$ cat src/rtl/cos_pkg.sv
package cos_pkg;
    localparam int NUM_GROUPS  = 6;
    localparam int GROUP_W     = 8;
    localparam int BANK_GROUPS = 3;
    localparam int BANK_SLOTS  = 4;
    localparam int ADDR_W      = 3;
    localparam int DATA_W      = 8;
    localparam int STAT_ADDR   = 7;
    localparam int PEND_BIT    = 6;

    // Register offset of a byte-group: banks of BANK_SLOTS offsets, BANK_GROUPS used.
    function automatic int grp_offset(input int g);
        return (g / BANK_GROUPS) * BANK_SLOTS + (g % BANK_GROUPS);
    endfunction
endpackage

$ cat src/rtl/cos_sync.sv
module cos_sync #(
    parameter int W = 8
) (
    input  logic         clk,
    input  logic         rst_n,
    input  logic [W-1:0] raw,
    output logic [W-1:0] sync,
    output logic [W-1:0] chg
);
    typedef struct packed {
        logic [W-1:0] s1;
        logic [W-1:0] s2;
        logic [W-1:0] prev;
    } sync_t;

    sync_t st_d, st_q;

    always_comb begin
        st_d      = st_q;
        st_d.s1   = raw;
        st_d.s2   = st_q.s1;
        st_d.prev = st_q.s2;
    end

    always_ff @(posedge clk or negedge rst_n) begin
        if (!rst_n) st_q <= '0;
        else        st_q <= st_d;
    end

    assign sync = st_q.s2;
    assign chg  = st_q.s2 ^ st_q.prev;
endmodule

$ cat src/rtl/cos_status.sv
module cos_status #(
    parameter int G = 6
) (
    input  logic         clk,
    input  logic         rst_n,
    input  logic [G-1:0] grp_chg,
    input  logic         ack,
    input  logic         arm_we,
    input  logic [G-1:0] arm_wdata,
    output logic [G-1:0] stat_q,
    output logic [G-1:0] arm_q,
    output logic         pending
);
    typedef struct packed {
        logic [G-1:0] arm;
        logic [G-1:0] stat;
    } stat_t;

    stat_t st_d, st_q;

    always_comb begin
        st_d = st_q;
        if (arm_we) st_d.arm = arm_wdata;
        // clear on acknowledge, but a change latched at the same edge survives
        st_d.stat = (ack ? '0 : st_q.stat) | (grp_chg & st_q.arm);
    end

    always_ff @(posedge clk or negedge rst_n) begin
        if (!rst_n) st_q <= '0;
        else        st_q <= st_d;
    end

    assign stat_q  = st_q.stat;
    assign arm_q   = st_q.arm;
    assign pending = |(st_q.stat & st_q.arm);
endmodule

$ cat src/rtl/cos_rd_mux.sv
module cos_rd_mux
    import cos_pkg::*;
#(
    parameter int G = NUM_GROUPS,
    parameter int W = GROUP_W
) (
    input  logic [ADDR_W-1:0] addr,
    input  logic [G*W-1:0]    sync,
    input  logic [G-1:0]      stat,
    input  logic              pending,
    output logic [DATA_W-1:0] rdata
);
    always_comb begin
        rdata = '0;
        if (addr == ADDR_W'(STAT_ADDR)) begin
            rdata[G-1:0]    = stat;
            rdata[PEND_BIT] = ~pending;
        end else begin
            for (int g = 0; g < G; g++) begin
                if (addr == ADDR_W'(grp_offset(g))) rdata[W-1:0] = sync[g*W +: W];
            end
        end
    end
endmodule

$ cat src/rtl/cos_input_port.sv
module cos_input_port
    import cos_pkg::*;
#(
    parameter int G = NUM_GROUPS,
    parameter int W = GROUP_W
) (
    input  logic                clk,
    input  logic                rst_n,
    input  logic [G*W-1:0]      din,
    input  logic [ADDR_W-1:0]   addr,
    input  logic                rd_en,
    input  logic                wr_en,
    input  logic [DATA_W-1:0]   wdata,
    output logic [DATA_W-1:0]   rdata,
    output logic                irq
);
    localparam int LINES = G * W;

    logic [LINES-1:0] sync;
    logic [LINES-1:0] line_chg;
    logic [G-1:0]     grp_chg;
    logic [G-1:0]     stat_q;
    logic [G-1:0]     arm_q;
    logic             pending;
    logic             ack;
    logic             arm_we;
    logic             unused_wdata;

    assign ack          = rd_en && (addr == ADDR_W'(STAT_ADDR));
    assign arm_we       = wr_en && (addr == ADDR_W'(STAT_ADDR));
    assign unused_wdata = &{1'b0, wdata[DATA_W-1:G]};

    for (genvar g = 0; g < G; g++) begin : g_grp
        cos_sync #(.W(W)) u_sync (
            .clk  (clk),
            .rst_n(rst_n),
            .raw  (din[g*W +: W]),
            .sync (sync[g*W +: W]),
            .chg  (line_chg[g*W +: W])
        );
        assign grp_chg[g] = |line_chg[g*W +: W];
    end

    cos_status #(.G(G)) u_status (
        .clk      (clk),
        .rst_n    (rst_n),
        .grp_chg  (grp_chg),
        .ack      (ack),
        .arm_we   (arm_we),
        .arm_wdata(wdata[G-1:0]),
        .stat_q   (stat_q),
        .arm_q    (arm_q),
        .pending  (pending)
    );

    cos_rd_mux #(.G(G), .W(W)) u_mux (
        .addr   (addr),
        .sync   (sync),
        .stat   (stat_q),
        .pending(pending),
        .rdata  (rdata)
    );

    assign irq = pending;
endmodule

$ cat config.mk
export PLATFORM = sky130hd
export DESIGN_NAME = cos_input_port
export DESIGN_NICKNAME = d
export VERILOG_FILES = /design/src/rtl/cos_pkg.sv /design/src/rtl/cos_sync.sv /design/src/rtl/cos_status.sv /design/src/rtl/cos_rd_mux.sv /design/src/rtl/cos_input_port.sv
export SDC_FILE = /design/constraint.sdc
export NUM_CORES = 1
export LEC_CHECK = 0
export BUFFER_PORTS_ARGS = -buffer_cell sky130_fd_sc_hd__buf_2
export CELL_PAD_IN_SITES_DETAIL_PLACEMENT = 0
export CELL_PAD_IN_SITES_GLOBAL_PLACEMENT = 1
export CORE_MARGIN = 10
export CORE_UTILIZATION = 30
export DETAILED_ROUTE_END_ITERATION = 16
export GPL_ROUTABILITY_DRIVEN = 0
export HOLD_SLACK_MARGIN = 0.02
export PLACE_DENSITY = 0.6
export SLEW_MARGIN = 20
export SYNTH_ARGS = -nofsm -noshare
export SYNTH_HDL_FRONTEND = slang
export SYNTH_HIERARCHICAL = 1
export SYNTH_SLANG_ARGS = --single-unit
$ cat constraint.sdc
create_clock -name clk -period 1.45 [get_ports clk]
set_input_delay 0.3625 -clock clk [delete_from_list [all_inputs] [get_ports clk]]
set_output_delay 0.3625 -clock clk [all_outputs]
set_load 0.005 [all_outputs]
# [Word-level counts from Yosys, hierarchy flattened]
# Index checks and enable logic that the tools add are counted.
# Widths: inputs -> output; s select.
[word_totals] regBits=156 output_inout_bits=9 elab_cells=55 input_bits=63
[op_classes] mux=9 bitwise=10 reduce_logical=10 eq_ne=6
[op_table] cell="$mux 8" count=6
[op_table] cell="$reduce_or 8->1" count=6
[op_table] cell="$xor 8x8->8" count=6
[op_table] cell="$and 6x6->6" count=2
[op_table] cell="$eq 3x3->1 const B" count=4
[op_table] cell="$mux 7" count=1
[op_table] cell="$mux 6" count=1
[op_table] cell="$or 6x6->6" count=1
[op_table] cell="$reduce_or 6->1" count=1
[op_table] cell="$eq 3x1->1 const B" count=1
[op_table] cell="$eq 3x2->1 const B" count=1
[op_table] cell="$logic_not 3->1" count=1
[op_table] cell="$logic_and 1x1->1" count=2
[op_table] cell="$mux 1" count=1
[op_table] cell="$not 1->1" count=1

# [Depth between registers and ports, before layout]
[depth] word_depth=8 ltp_mapped=6 ltp_nobuf=5

# [Cells and area by module]
# The synthesis kept the hierarchy.
[by_module_without_submodules] module="cos_sync" cells_per_inst=40 n_inst=6 seq_area_each_um2=600.6 area_per_inst_um2=730.7
[by_module_without_submodules] module="cos_rd_mux" cells_per_inst=66 n_inst=1 seq_area_each_um2=0.0 area_per_inst_um2=518.0
[by_module_without_submodules] module="cos_status" cells_per_inst=41 n_inst=1 seq_area_each_um2=300.3 area_per_inst_um2=504.2
[by_module_without_submodules] module="cos_input_port" cells_per_inst=20 n_inst=1 seq_area_each_um2=0.0 area_per_inst_um2=115.1

# [Least setup slack after synthesis]
# No wires, ideal clock.
[synth_timing] path_type="input to output" startpoint="in addr[0]" endpoint="out rdata[0]" path_stages=4 slack_ps=-24 arrival_ps=1111 path_buffers=1 required_ps=1087 path_cell_list="buf_6 -> mux4_2 -> nor2_1 -> a21oi_1"
[synth_via] elab_chain_len=8 word_cells_on_any_way=14 cone_classes="6 x eq/ne; 7 x mux; 1 x reduce/logical"
[synth_rtl] item="start, declared" line="cos_input_port.sv:10" rtl="input logic [ADDR_W-1:0] addr,"
[synth_rtl] item="$logic_not 3->1" line="cos_rd_mux.sv:20" rtl="if (addr == ADDR_W'(grp_offset(g))) rdata[W-1:0] = sync[g*W +: W];"
[synth_rtl] item="$mux 8 (6 in series)" line="cos_rd_mux.sv:20"
[synth_rtl] item="$mux 7 *" line="cos_rd_mux.sv:15" rtl="if (addr == ADDR_W'(STAT_ADDR)) begin"
[synth_rtl] item="end, declared" line="cos_input_port.sv:14" rtl="output logic [DATA_W-1:0] rdata,"
# Mark *: on every way between the ends. The rest lies on a longest branch, timed or not.

# [Worst setup path in the final report]
[layout_timing] startpoint="reg u_status.st_q (netlist bit u_status/stat_q[2])" endpoint="out rdata[2]"
[layout_via] elab_chain_len=1
[layout_rtl] item="start, declared" line="cos_status.sv:19" rtl="stat_t st_d, st_q;"
[layout_rtl] item="start signal, assigned" line="cos_status.sv:30" rtl="else st_q <= st_d;"
[layout_rtl] item="$mux 7" line="cos_rd_mux.sv:15"
# No other way between the ends.

==> results by group <==
Layout
  – Antenna cell count: 0
  – Final Net Count: 534
  – Core Util, Final: 39.6%
  – Finished Layout Cells: 713
  – Share of layout cells above drive strength 1: 43.6%
  – Fillers: 1725
  – Area Overhead vs Synth: 29.4%
  – Post-Layout Inst Area: 7150 sq um

Synth
  – Syn Std Cell Area: 5520 sq um
  – Yosys cell types: 25
  – Syn avg cell area: 15.0 sq um
  – Register bit total from synthesis: 156
  – Synth warn: 6
  – Area leader, netlist: dfrtp_1
  – Net Count, Synth: 430
  – Sequential area share after synthesis: 70.7%
  – Synth area leaders: dfrtp_1 (71%), xor2_1 (7.6%), buf_4 (6.9%), mux4_2 (2.0%), mux2i_1 (2.0%)
  – Syn Inst Count: 367
  – Share of the synthesized area in the top cell type: 70.7%

Die
  – I/O pin total: 72
  – Number of placement rows: 49
  – Die area: 24200 sq um
  – Initial Utilization: 30.6%
  – Chip height: 156 microns
  – Die Width: 156 microns
  – Core area: 18000 sq um

Placement
  – Post-DP HPWL: 8100 microns
  – Placed insts: 670
  – # port buffers: 69
  – Placed cell area: 6230 sq um

Pwr
  – Register share of total power: 46.3%
  – Gate power share: 9.1%
  – Net Sw Frac: 22.4%
  – Leakage: 3.32 nW
  – PwrDens: 1440 nW/um^2
  – Sw Pwr: 2.31 mW
  – Peak supply drop: 0.000913 V
  – Internal power: 7.98 mW
  – Clk pwr share: 44.6%
  – Final Power: 10.3 mW

Timing
  – Final period util: 141%
  – RSZ-0062 raised after global routing: yes
  – Worst slew pin tran: 0.342 ns
  – Fmax: 0.490 GHz
  – Fin worst setup slack: -0.591 ns
  – Rel. slew slack: 77.0%
  – Worst Hold Slack: 0.0465 ns
  – Final min period: 2.04 ns
  – Worst clock skew: 0.00499 ns
  – Max-slew violations: 0
  – Final setup viols: 9
  – Hold Vio Cnt, Final: 0

Route
  – TritonRoute pass-1 iters: 4
  – DR iter-0 viols: 121
  – Routed WL: 11200 microns
  – Routed Antenna Nets: 0
  – Drc violations: 0
  – Vias after detailed routing: 2884
  – Vias/cell: 4.04
  – Wire per inst: 15.7 microns

Status
  – Outcome: complete, but fails checks
  – Failing checks: setup timing

Critical path
  – CP Launch Type: flop
  – FF-to-FF path depth: 7
  – CP Max Fanout: 2
  – Worst Setup End Kind: primary output
  – R2R Setup Slk: 0.03 ns
  – Req. time, crit path: 1.09 ns
  – Worst EP arrival: 1.68 ns
  – Setup CP Type: reg2out

Global route
  – Total grt overflow: 0
  – First-pass GRT wire length: 18000 microns
  – Vias in the first global route: 3265
  – Initial antenna violation count: 0
  – Overall Global Routing Usage: 9.80%
  – Largest net degree at the start of global routing: 51

Clocking
  – H-tree Lvls: 4
  – Clk_lat worst skew: 0.42 ns
  – Clock tree buffer depth: 2
  – Clk slew on worst S/H paths: 0.06 ns
  – TritonCTS clock tree: built
  – CTS Buf Count: 17
  – Root Buffer: clkbuf_16
  – Clock sinks: 156

Hold path
  – Hold Path Class: in2reg
  – Hold depth: 1

Flow run
  – Max Cap Viol: 0
synthesized netlist by cell type (all sizes together):
master / instances
nand2: 14
nor2b: 1
o21ai: 7
mux2i: 11
and4: 2
inv: 10
a211oi: 5
a21oi: 12
nor3: 1
nor4: 12
a22oi: 3
nand2b: 1
dfrtp: 156
xor2: 48
nand3: 1
mux2: 7
a31oi: 2
buf: 56
mux4: 5
nor2: 13
layer usage:
| layer | track usage (%) | wire [microns] | vias up |
|---|---|---|---|
| li1 | - | - | 1362 |
| met1 | 11.7 | 4930 | 1459 |
| met2 | 15.7 | 5620 | 53 |
| met3 | 4.22 | 540 | 10 |
| met4 | 3.07 | 123 | 0 |
| met5 | 0 | 0 | - |
registers in the layout, indices dropped and copies added (netlist names):
name / flops
g_grp.u_sync/sync: 48
g_grp.u_sync/st_d: 48
g_grp.u_sync/st_q: 48
u_status/arm_q: 6
u_status/stat_q: 6
critical path, stage by stage (launching register included):
cell	delay, ns
dfrtp_1	0.39
buf_4	0.15
mux4_2	0.47
inv_2	0.07
a21oi_2	0.06
buf_2	0.14
cells by family (layout without fill, tap and decap cells):
group / count (synthesis) / in the layout / share of synthesized area [%]
simple gates: 45 / 45 / 4.06
xor+xnor: 48 / 48 / 7.61
mux: 23 / 23 / 5.94
buf+inv: 66 / 183 / 8.57
compound gates: 29 / 29 / 3.13
flops: 156 / 156 / 70.7
power by group through the flow:
stage | Combinational [mW] | Clock [mW] | Sequential (mW)
final | 0.936 | 4.59 | 4.76
after global routing | 1.04 | 4.91 | 4.79
after CTS | 0.919 | 4.72 | 4.77
after detailed placement | 0.820 | 0 | 4.83
after global placement | 0.793 | 0 | 4.83
after floorplan | 0.427 | 0 | 4.81
area by class of cell:
class | instances | area [sq um] | area share, %
sequential | 156 | 3900 | 54.6
multi-input combinational | 145 | 1280 | 18.0
timing repair buffer | 141 | 1000 | 14.1
clock buffer | 20 | 467 | 6.53
tap | 229 | 287 | 4.01
clock inverter | 12 | 161 | 2.26
inverter | 10 | 37.5 | 0.525
stage by stage:
step                      setup WS, ns   TNS, ns
after floorplan               -0.00962  -0.00962
after global placement          -0.357     -3.79
after detailed placement        -0.367     -3.77
after CTS                       -0.648     -4.76
after global routing            -0.692     -5.32
final                           -0.591     -4.47
placed cells by master (no fill, tap or decap):
cell type | synthesis | final
a21oi_1 | 12 | 7
clkinv_4 | 0 | 4
clkinvlp_4 | 0 | 3
bufinv_16 | 0 | 3
a211oi_2 | 1 | 1
and4_1 | 2 | 2
dfrtp_1 | 156 | 156
a22oi_2 | 0 | 3
nand3_2 | 0 | 1
nor4_1 | 12 | 3
buf_12 | 1 | 4
buf_6 | 2 | 15
clkbuf_8 | 0 | 3
nor2b_4 | 1 | 1
o21ai_1 | 1 | 3
buf_4 | 51 | 52
dlygate4sd3_1 | 0 | 3
nor3_1 | 1 | 1
xor2_2 | 0 | 4
inv_6 | 0 | 1
nand2b_1 | 1 | 1
nor2_1 | 13 | 13
clkbuf_16 | 0 | 17
a31oi_1 | 2 | 2
nand2_2 | 0 | 1
clkinv_2 | 0 | 1
mux2_4 | 7 | 7
a211oi_1 | 4 | 4
nand2_1 | 14 | 13
a21oi_2 | 0 | 5
mux2i_1 | 11 | 11
nor4_4 | 0 | 1
inv_1 | 10 | 7
xor2_1 | 48 | 44
o21ai_2 | 0 | 1
buf_2 | 2 | 67
mux4_2 | 5 | 5
nor4_2 | 0 | 8
inv_2 | 0 | 3
o21ai_0 | 6 | 3
worst paths after layout:
check / from / endpoint
hold reg to reg: g_grp[0].u_sync/st_d[11]$_DFF_PN0_ / g_grp[0].u_sync/sync[3]$_DFF_PN0_
min in group asynchronous: rst_n / g_grp[5].u_sync/st_q[7]$_DFF_PN0_
setup / recovery: u_status/stat_q[2]$_DFF_PN0_ / rdata[2]
max in group asynchronous: rst_n / g_grp[1].u_sync/sync[5]$_DFF_PN0_
setup reg to reg: g_grp[3].u_sync/sync[0]$_DFF_PN0_ / u_status/stat_q[3]$_DFF_PN0_
hold / removal: din[41] / g_grp[5].u_sync/st_d[9]$_DFF_PN0_
repair_timing:
item,CTS,global route
pin swaps,14,10
resized for setup,28,18
setup endpoints to repair,13,15
buffers inserted,8,2
hold endpoints to repair,28,2
hold buffers,1,2
Power figures use the tool's default switching activity.
